$ cat src/rtl/hostboot_pkg.sv
package hostboot_pkg;
  localparam int WORD_W = 32;

  typedef enum logic [1:0] {
    SEL_DATA = 2'd0,
    SEL_DEST = 2'd1,
    SEL_CNT  = 2'd2,
    SEL_CTL  = 2'd3
  } host_sel_e;

  // words produced by a block of host beats, rounded up
  function automatic logic [15:0] hb_words(input logic [15:0] beats, input logic m8);
    logic [16:0] ext;
    ext = m8 ? ({1'b0, beats} + 17'd3) >> 2 : ({1'b0, beats} + 17'd1) >> 1;
    return ext[15:0];
  endfunction

  // byte offset of the lane after the current one
  function automatic logic [1:0] hb_next_off(input logic [1:0] off, input logic m8);
    return m8 ? off + 2'd1 : off + 2'd2;
  endfunction
endpackage

$ cat src/rtl/hb_packer.sv
module hb_packer
  import hostboot_pkg::*;
(
  input  logic              clk,
  input  logic              rst_n,
  input  logic              clr,
  input  logic              beat_vld,
  input  logic              m8,
  input  logic              last,
  input  logic [15:0]       wdata,
  output logic              push,
  output logic [WORD_W-1:0] word
);
  logic [WORD_W-1:0] acc_q;
  logic [1:0]        off_q;
  logic [WORD_W-1:0] ins;
  logic [4:0]        sh;
  logic              word_end;

  always_comb begin
    sh       = {off_q, 3'b000};
    ins      = m8 ? ({24'b0, wdata[7:0]} << sh) : ({16'b0, wdata} << sh);
    word     = acc_q | ins;
    word_end = m8 ? (off_q == 2'd3) : (off_q == 2'd2);
    push     = beat_vld & (word_end | last);
  end

  always_ff @(posedge clk) begin
    if (!rst_n || clr) begin
      acc_q <= '0;
      off_q <= '0;
    end else if (beat_vld) begin
      if (push) begin
        acc_q <= '0;
        off_q <= '0;
      end else begin
        acc_q <= word;
        off_q <= hb_next_off(off_q, m8);
      end
    end
  end
endmodule

$ cat src/rtl/hb_fifo.sv
module hb_fifo #(
  parameter int DEPTH = 16,
  parameter int W     = 32,
  localparam int AW   = $clog2(DEPTH)
) (
  input  logic         clk,
  input  logic         rst_n,
  input  logic         push,
  input  logic [W-1:0] din,
  input  logic         pop,
  output logic [W-1:0] dout,
  output logic [AW:0]  cnt
);
  localparam logic [AW:0] FULLC = (AW+1)'(DEPTH);
  logic [W-1:0]    mem [DEPTH];
  logic [AW-1:0]   wp_q, rp_q;

  assign dout = mem[rp_q];

  always_ff @(posedge clk) begin
    if (push) mem[wp_q] <= din;
  end

  always_ff @(posedge clk) begin
    if (!rst_n) begin
      wp_q <= '0;
      rp_q <= '0;
      cnt  <= '0;
    end else begin
      if (push) wp_q <= wp_q + 1'b1;
      if (pop)  rp_q <= rp_q + 1'b1;
      cnt <= cnt + (AW+1)'(push) - (AW+1)'(pop);
    end
  end

  assert_push_room_R6: assert property (@(posedge clk) disable iff (!rst_n)
    push |-> (cnt < FULLC || pop));
  assert_no_overflow_R6: assert property (@(posedge clk) disable iff (!rst_n)
    cnt <= FULLC);
endmodule

$ cat src/rtl/hostboot_rxfifo.sv
module hostboot_rxfifo
  import hostboot_pkg::*;
#(
  parameter int DEPTH = 16,
  localparam int AW   = $clog2(DEPTH)
) (
  input  logic              clk,
  input  logic              rst_n,
  input  logic              mode8,
  input  logic              host_wr,
  input  logic [1:0]        host_sel,
  input  logic [15:0]       host_wdata,
  output logic [2:0]        host_status,
  output logic [15:0]       blk_dest,
  output logic              host_wait,
  output logic              host_ack,
  output logic              exec_req,
  output logic              drain_valid,
  input  logic              drain_ready,
  output logic [WORD_W-1:0] drain_data
);
  localparam logic [AW:0] FULLC = (AW+1)'(DEPTH);

  logic        boot_q, allow_q, ready_q, ovf_q, ack_q, exec_q;
  logic [15:0] beats_left_q, words_left_q, dest_q;
  logic [AW:0] fcnt;

  // named internal events
  logic wr_data, wr_dest, wr_cnt, wr_ctl;
  logic cnt_ok, fifo_full, beat_ok, beat_drop, pop, blk_done, pk_push, empty_evt;
  logic [WORD_W-1:0] pk_word;

  always_comb begin
    wr_data   = host_wr && host_sel == SEL_DATA;
    wr_dest   = host_wr && host_sel == SEL_DEST;
    wr_cnt    = host_wr && host_sel == SEL_CNT;
    wr_ctl    = host_wr && host_sel == SEL_CTL;
    cnt_ok    = wr_cnt && allow_q && host_wdata != 16'd0;
    fifo_full = fcnt == FULLC;
    beat_ok   = wr_data && ready_q && beats_left_q != 16'd0 && !fifo_full;
    beat_drop = wr_data && ready_q && beats_left_q != 16'd0 && fifo_full;
    pop       = drain_valid && drain_ready;
    blk_done  = pop && words_left_q == 16'd1;
    empty_evt = pop && fcnt == (AW+1)'(1) && !pk_push && beats_left_q != 16'd0;
  end

  hb_packer u_pack (
    .clk(clk), .rst_n(rst_n), .clr(cnt_ok), .beat_vld(beat_ok), .m8(mode8),
    .last(beats_left_q == 16'd1), .wdata(host_wdata), .push(pk_push), .word(pk_word)
  );

  hb_fifo #(.DEPTH(DEPTH), .W(WORD_W)) u_fifo (
    .clk(clk), .rst_n(rst_n), .push(pk_push), .din(pk_word),
    .pop(pop), .dout(drain_data), .cnt(fcnt)
  );

  always_ff @(posedge clk) begin
    if (!rst_n) begin
      boot_q <= 1'b0; allow_q <= 1'b0; ready_q <= 1'b0; ovf_q <= 1'b0;
      ack_q <= 1'b0; exec_q <= 1'b0; dest_q <= '0;
      beats_left_q <= '0; words_left_q <= '0;
    end else begin
      if (!boot_q) begin
        boot_q  <= 1'b1;
        allow_q <= 1'b1;
      end
      if (wr_dest && allow_q) dest_q <= host_wdata;
      if (cnt_ok) begin
        allow_q      <= 1'b0;
        ready_q      <= 1'b1;
        beats_left_q <= host_wdata;
        words_left_q <= hb_words(host_wdata, mode8);
      end
      if (beat_ok) beats_left_q <= beats_left_q - 16'd1;
      if (beat_drop) ovf_q <= 1'b1;
      if (pop) words_left_q <= words_left_q - 16'd1;
      if (blk_done) begin
        ready_q <= 1'b0;
        allow_q <= 1'b1;
      end
      exec_q <= wr_ctl && allow_q && host_wdata[0];
      ack_q  <= mode8 && (cnt_ok || empty_evt);
    end
  end

  assign host_status = {ovf_q, ready_q, allow_q};
  assign blk_dest    = dest_q;
  assign host_wait   = !allow_q && (!ready_q || fifo_full);
  assign host_ack    = ack_q;
  assign exec_req    = exec_q;
  assign drain_valid = fcnt != '0;

  assert_flags_excl_R2: assert property (@(posedge clk) disable iff (!rst_n)
    !(allow_q && ready_q));
  assert_ready_rise_R2: assert property (@(posedge clk) disable iff (!rst_n)
    $rose(ready_q) |-> $past(cnt_ok));
  assert_done_allow_R8: assert property (@(posedge clk) disable iff (!rst_n)
    $fell(ready_q) |-> allow_q);
  assert_ovf_sticky_R6: assert property (@(posedge clk) disable iff (!rst_n)
    ovf_q |=> ovf_q);
  assert_ack_mode_R10: assert property (@(posedge clk) disable iff (!rst_n)
    host_ack |-> $past(mode8));
  assert_exec_gate_R11: assert property (@(posedge clk) disable iff (!rst_n)
    exec_req |-> $past(allow_q) && $past(wr_ctl));
  assert_drain_hold_R12: assert property (@(posedge clk) disable iff (!rst_n)
    drain_valid && !drain_ready |=> drain_valid && $stable(drain_data));
endmodule

$ cat config.mk
export PLATFORM = sky130hd
export DESIGN_NAME = hostboot_rxfifo
export DESIGN_NICKNAME = d
export VERILOG_FILES = /design/src/rtl/hostboot_pkg.sv /design/src/rtl/hb_packer.sv /design/src/rtl/hb_fifo.sv /design/src/rtl/hostboot_rxfifo.sv
export SDC_FILE = /design/constraint.sdc
export NUM_CORES = 1
export LEC_CHECK = 0
export BUFFER_PORTS_ARGS = -buffer_cell sky130_fd_sc_hd__buf_2
export CAP_MARGIN = 0
export CORE_MARGIN = 2
export CORE_UTILIZATION = 54
export CTS_BUF_LIST = sky130_fd_sc_hd__clkbuf_8 sky130_fd_sc_hd__clkbuf_16
export DETAILED_ROUTE_END_ITERATION = 16
export PLACE_DENSITY_LB_ADDON = 0.1
export SLEW_MARGIN = 20
export SYNTH_ARGS = -nofsm -noshare
export SYNTH_HDL_FRONTEND = slang
export SYNTH_SLANG_ARGS = --single-unit
$ cat constraint.sdc
create_clock -name clk -period 10.5 [get_ports clk]
set_input_delay 2.1 -clock clk [delete_from_list [all_inputs] [get_ports clk]]
set_output_delay 2.1 -clock clk [all_outputs]
set_load 0.05 [all_outputs]
==> results_tabular.tex <==
\begin{tabular}{lr}
\hline
Metric & Value \\
\hline
\multicolumn{2}{l}{\textbf{Status}} \\
Status & finished, final reports clean \\
\multicolumn{2}{l}{\textbf{Yosys}} \\
Register bit count reported by yosys & 617 \\
Cell count after synthesis & 1510 \\
Async SR Flop Fraction & 0 \\
Most repeated cell in the gate-level netlist after synthesis & edfxtp\_1 \\
Number of enable-type register cells in the synthesized netlist & 512 \\
Synth warnings & 0 \\
Synth top cells by count & edfxtp\_1 (512), mux4\_2 (160), dfxtp\_1 (105) \\
Post-synthesis sequential area ratio & 0.691 \\
Cell area after technology mapping & 0.0253 mm\^{}2 \\
Ys flop type & edfxtp\_1 \\
Post-synthesis average cell area & 16.7 um\^{}2 \\
Cells taking the most area after synthesis & edfxtp\_1 (61\%), mux4\_2 (14\%), dfxtp\_1 (8.3\%), nand2\_1 (1.4\%), a21oi\_1 (1.3\%) \\
Distinct cell type count after synthesis & 72 \\
Total nets after synthesis & 1552 \\
Synth area leader & edfxtp\_1 \\
Post-synth top area share & 0.608 \\
\multicolumn{2}{l}{\textbf{Pwr}} \\
Worst VDD drop & 0.124 mV \\
Leakage & 9.64 nW \\
PwrDens & 212 mW/mm\^{}2 \\
\multicolumn{2}{l}{\textbf{Setup path}} \\
Critical path's slowest cell & buf\_4 \\
Reg2Reg Launch Point & beats\_left\_q[0] \\
Worst path buffer plus inverter count & 3 \\
Category of the most critical setup path & reg2out \\
Instance count on the critical path & 5 \\
Capturing element of the worst setup path & drain\_data[29] \\
Kind of end point of the critical path & output port \\
Setup slack of the most critical reg-to-reg path & 6.29 ns \\
Cell-by-cell trace of the critical path & buf\_4, buf\_4, mux4\_2, mux4\_2, buf\_2 \\
Critical path fanouts, max & 37 \\
Req. time, crit path & 8.40 ns \\
Number of cells on the worst reg-to-reg path & 13 \\
Cell family contributing the most delay on the critical path & buffers and inverters \\
CP peak stage delay & 0.70 ns \\
Capture point of the worst reg-to-reg path & u\_fifo.cnt[4] \\
Critical path arrival & 3.98 ns \\
Sort of element at the start of the critical path & register \\
\multicolumn{2}{l}{\textbf{Worst hold path}} \\
HP Class & reg2reg \\
\multicolumn{2}{l}{\textbf{Global routing}} \\
Total track usage & 0.238 \\
Aggregate global routing overflow & 0 \\
First-pass GRT wire length & 84.8 mm \\
Largest net degree at the start of global routing & 67 \\
Number of antenna violations at the first check in global routing & 0 \\
Via count of the first global-routing pass & 13800 \\
\multicolumn{2}{l}{\textbf{Detailed routing}} \\
Average wire per cell in the routed design & 25.4 um \\
Drt first pass iters & 6 \\
Remaining antenna violation count & 0 \\
Number of DRC violations after detailed routing & 0 \\
Violation count after the first detailed-routing iteration & 1432 \\
Detailed-route vias per instance & 6.29 \\
Detailed-route via count & 14000 \\
Routed wire length & 56.4 mm \\
\multicolumn{2}{l}{\textbf{Timing}} \\
Ratio of final minimum period to clock period & 0.579 \\
Slack of the critical path & 4.42 ns \\
Final hold violations & 0 \\
Final Skew & 0.0144 ns \\
Max Freq & 0.164 GHz \\
Number of endpoints failing setup at the final stage & 0 \\
Unrepaired setup endpoints after global routing & no \\
Final setup TNS & 0 ns \\
Worst Hold Margin & 0.457 ns \\
Headroom to the max-slew limit & 0.283 \\
Time the final worst path needs with I/O delays and setup & 6.08 ns \\
Transition time at the pin with the least slew margin & 1.08 ns \\
Number of slew-limit violations in the final report & 0 \\
\multicolumn{2}{l}{\textbf{Floorplanning}} \\
Boundary pin count & 78 \\
Effective utilization at floorplan & 0.545 \\
Y dimension of the die & 220 um \\
Die width & 220 um \\
Overall die area & 0.0486 mm\^{}2 \\
Floorplan row count & 79 \\
Core area & 0.0464 mm\^{}2 \\
\multicolumn{2}{l}{\textbf{Clock tree}} \\
Number of buffers inserted during clock tree synthesis & 60 \\
Number of levels in the clock H-tree & 2 \\
Count of clock tree sinks & 617 \\
Number of buffers inserted by post-CTS setup repair & 0 \\
Clock latency at the later pin of the worst-skew pair & 0.62 ns \\
Clk slew on worst S/H paths & 0.06 ns \\
Post-CTS Resized & 0 \\
CTS root buf & clkbuf\_16 \\
TritonCTS clock tree & built \\
Maximum number of buffers from clock root to sink & 3 \\
Post-CTS Hold Fix Bufs & 0 \\
\multicolumn{2}{l}{\textbf{Placed design}} \\
Worst setup slack before clock tree synthesis & 4.92 ns \\
Placer's final routability congestion estimate & 0.879 \\
Post-detail-place hpwl & 31.8 mm \\
Count of buffers from port buffering & 77 \\
Number of cells after detailed placement & 2106 \\
\multicolumn{2}{l}{\textbf{Final layout}} \\
Fraction of final layout cells with drive strength greater than 1 & 0.236 \\
Non-filler cells in the finished layout & 2220 \\
Synth-to-Final Area Change & 11.2\% \\
Area used by sequential logic in the layout & 0.0175 mm\^{}2 \\
Number of fill cells & 3401 \\
\# nets final & 1603 \\
Area occupied by multi-input gates & 0.00738 mm\^{}2 \\
Antenna fix cells & 0 \\
\multicolumn{2}{l}{\textbf{Job}} \\
Maximum Capacitance Violations & 0 \\
\hline
\end{tabular}
[cells by family (layout without fill, tap and decap cells)]
| group | Yosys count | after routing | synth area share |
|---|---|---|---|
| DFF | 617 | 617 | 0.691 |
| and+or+nand+nor | 324 | 324 | 0.0657 |
| AOI/OAI and AO/OA | 232 | 232 | 0.0610 |
| muxes | 165 | 165 | 0.145 |
| buffers and inverters | 132 | 235 | 0.0203 |
| xor gates and xnor gates | 21 | 21 | 0.00728 |
| adders and majority gates | 19 | 19 | 0.00970 |
[placed cells by master (no fill, tap or decap), types with 20 or more instances in the layout]
master | Yosys | final
edfxtp_1 | 512 | 512
mux4_2 | 160 | 160
dfxtp_1 | 105 | 101
nand2_1 | 96 | 96
buf_2 | 5 | 77
a21oi_1 | 64 | 64
clkbuf_16 | 0 | 62
nor2_1 | 59 | 59
inv_1 | 26 | 46
o21ai_0 | 25 | 25
nor3_1 | 27 | 25
a31oi_1 | 23 | 23
a21o_1 | 20 | 20
[final cells by class]
class | instances | area share
inverter | 28 | 0.00374
clock inverter | 49 | 0.00957
sequential | 617 | 0.622
multi-input combinational | 761 | 0.263
tap | 607 | 0.0270
clock buffer | 65 | 0.0567
timing repair buffer | 93 | 0.0180
[how the worst min path moves through the flow]
stage	cells after the start	slack, ns	end	start
6_report	1	0.46	u_pack.acc_q[13]	u_pack.acc_q[13]
5_1_grt	1	0.48	u_pack.acc_q[13]	u_pack.acc_q[13]
3_5_place_dp	2	0.45	u_pack.acc_q[21]	u_pack.acc_q[21]
2_1_floorplan	2	0.43	u_pack.acc_q[16]	u_pack.acc_q[16]
3_3_place_gp	1	0.44	u_pack.acc_q[9]	u_pack.acc_q[9]
4_1_cts	2	0.46	blk_dest[5]	blk_dest[5]
[state kept, by name, indices dropped and copies added, names as in the netlist, 2 cells and up, named ones only]
register      cells
u_fifo.mem      512
u_pack.acc_q     32
beats_left_q     16
blk_dest         16
words_left_q     16
u_fifo.cnt        5
u_fifo.rp_q       4
u_fifo.wp_q       4
u_pack.off_q      2
[layer usage]
metal	GRT usage	share of wire	wire length (um)	up-vias
met3	0.0329	0.058	3280	96
met1	0.341	0.44	24600	7239
met2	0.379	0.47	26800	450
li1	-	-	-	6175
met5	0	0	0	-
met4	0.0826	0.032	1780	0
[power breakdown]
part	internal [W]	leakage [nW]	switching, W	total, W
sequential	0.00267	5.98	0.0000888	0.00276
combinational	0.000519	2.67	0.000676	0.00119
clock	0.00113	0.980	0.000885	0.00201
total	0.00432	9.64	0.00165	0.00597
[metrics by stage]
stage	total power (W)	utilization	area, um^2
6_report	0.00597	0.606	28100
5_1_grt	0.00620	0.606	28100
4_1_cts	0.00603	0.606	28100
3_5_place_dp	0.00402	0.565	26200
3_3_place_gp	0.00401	0.565	26200
2_1_floorplan	0.00376	-	25300
No activity file was read; power rests on OpenSTA's default activity.
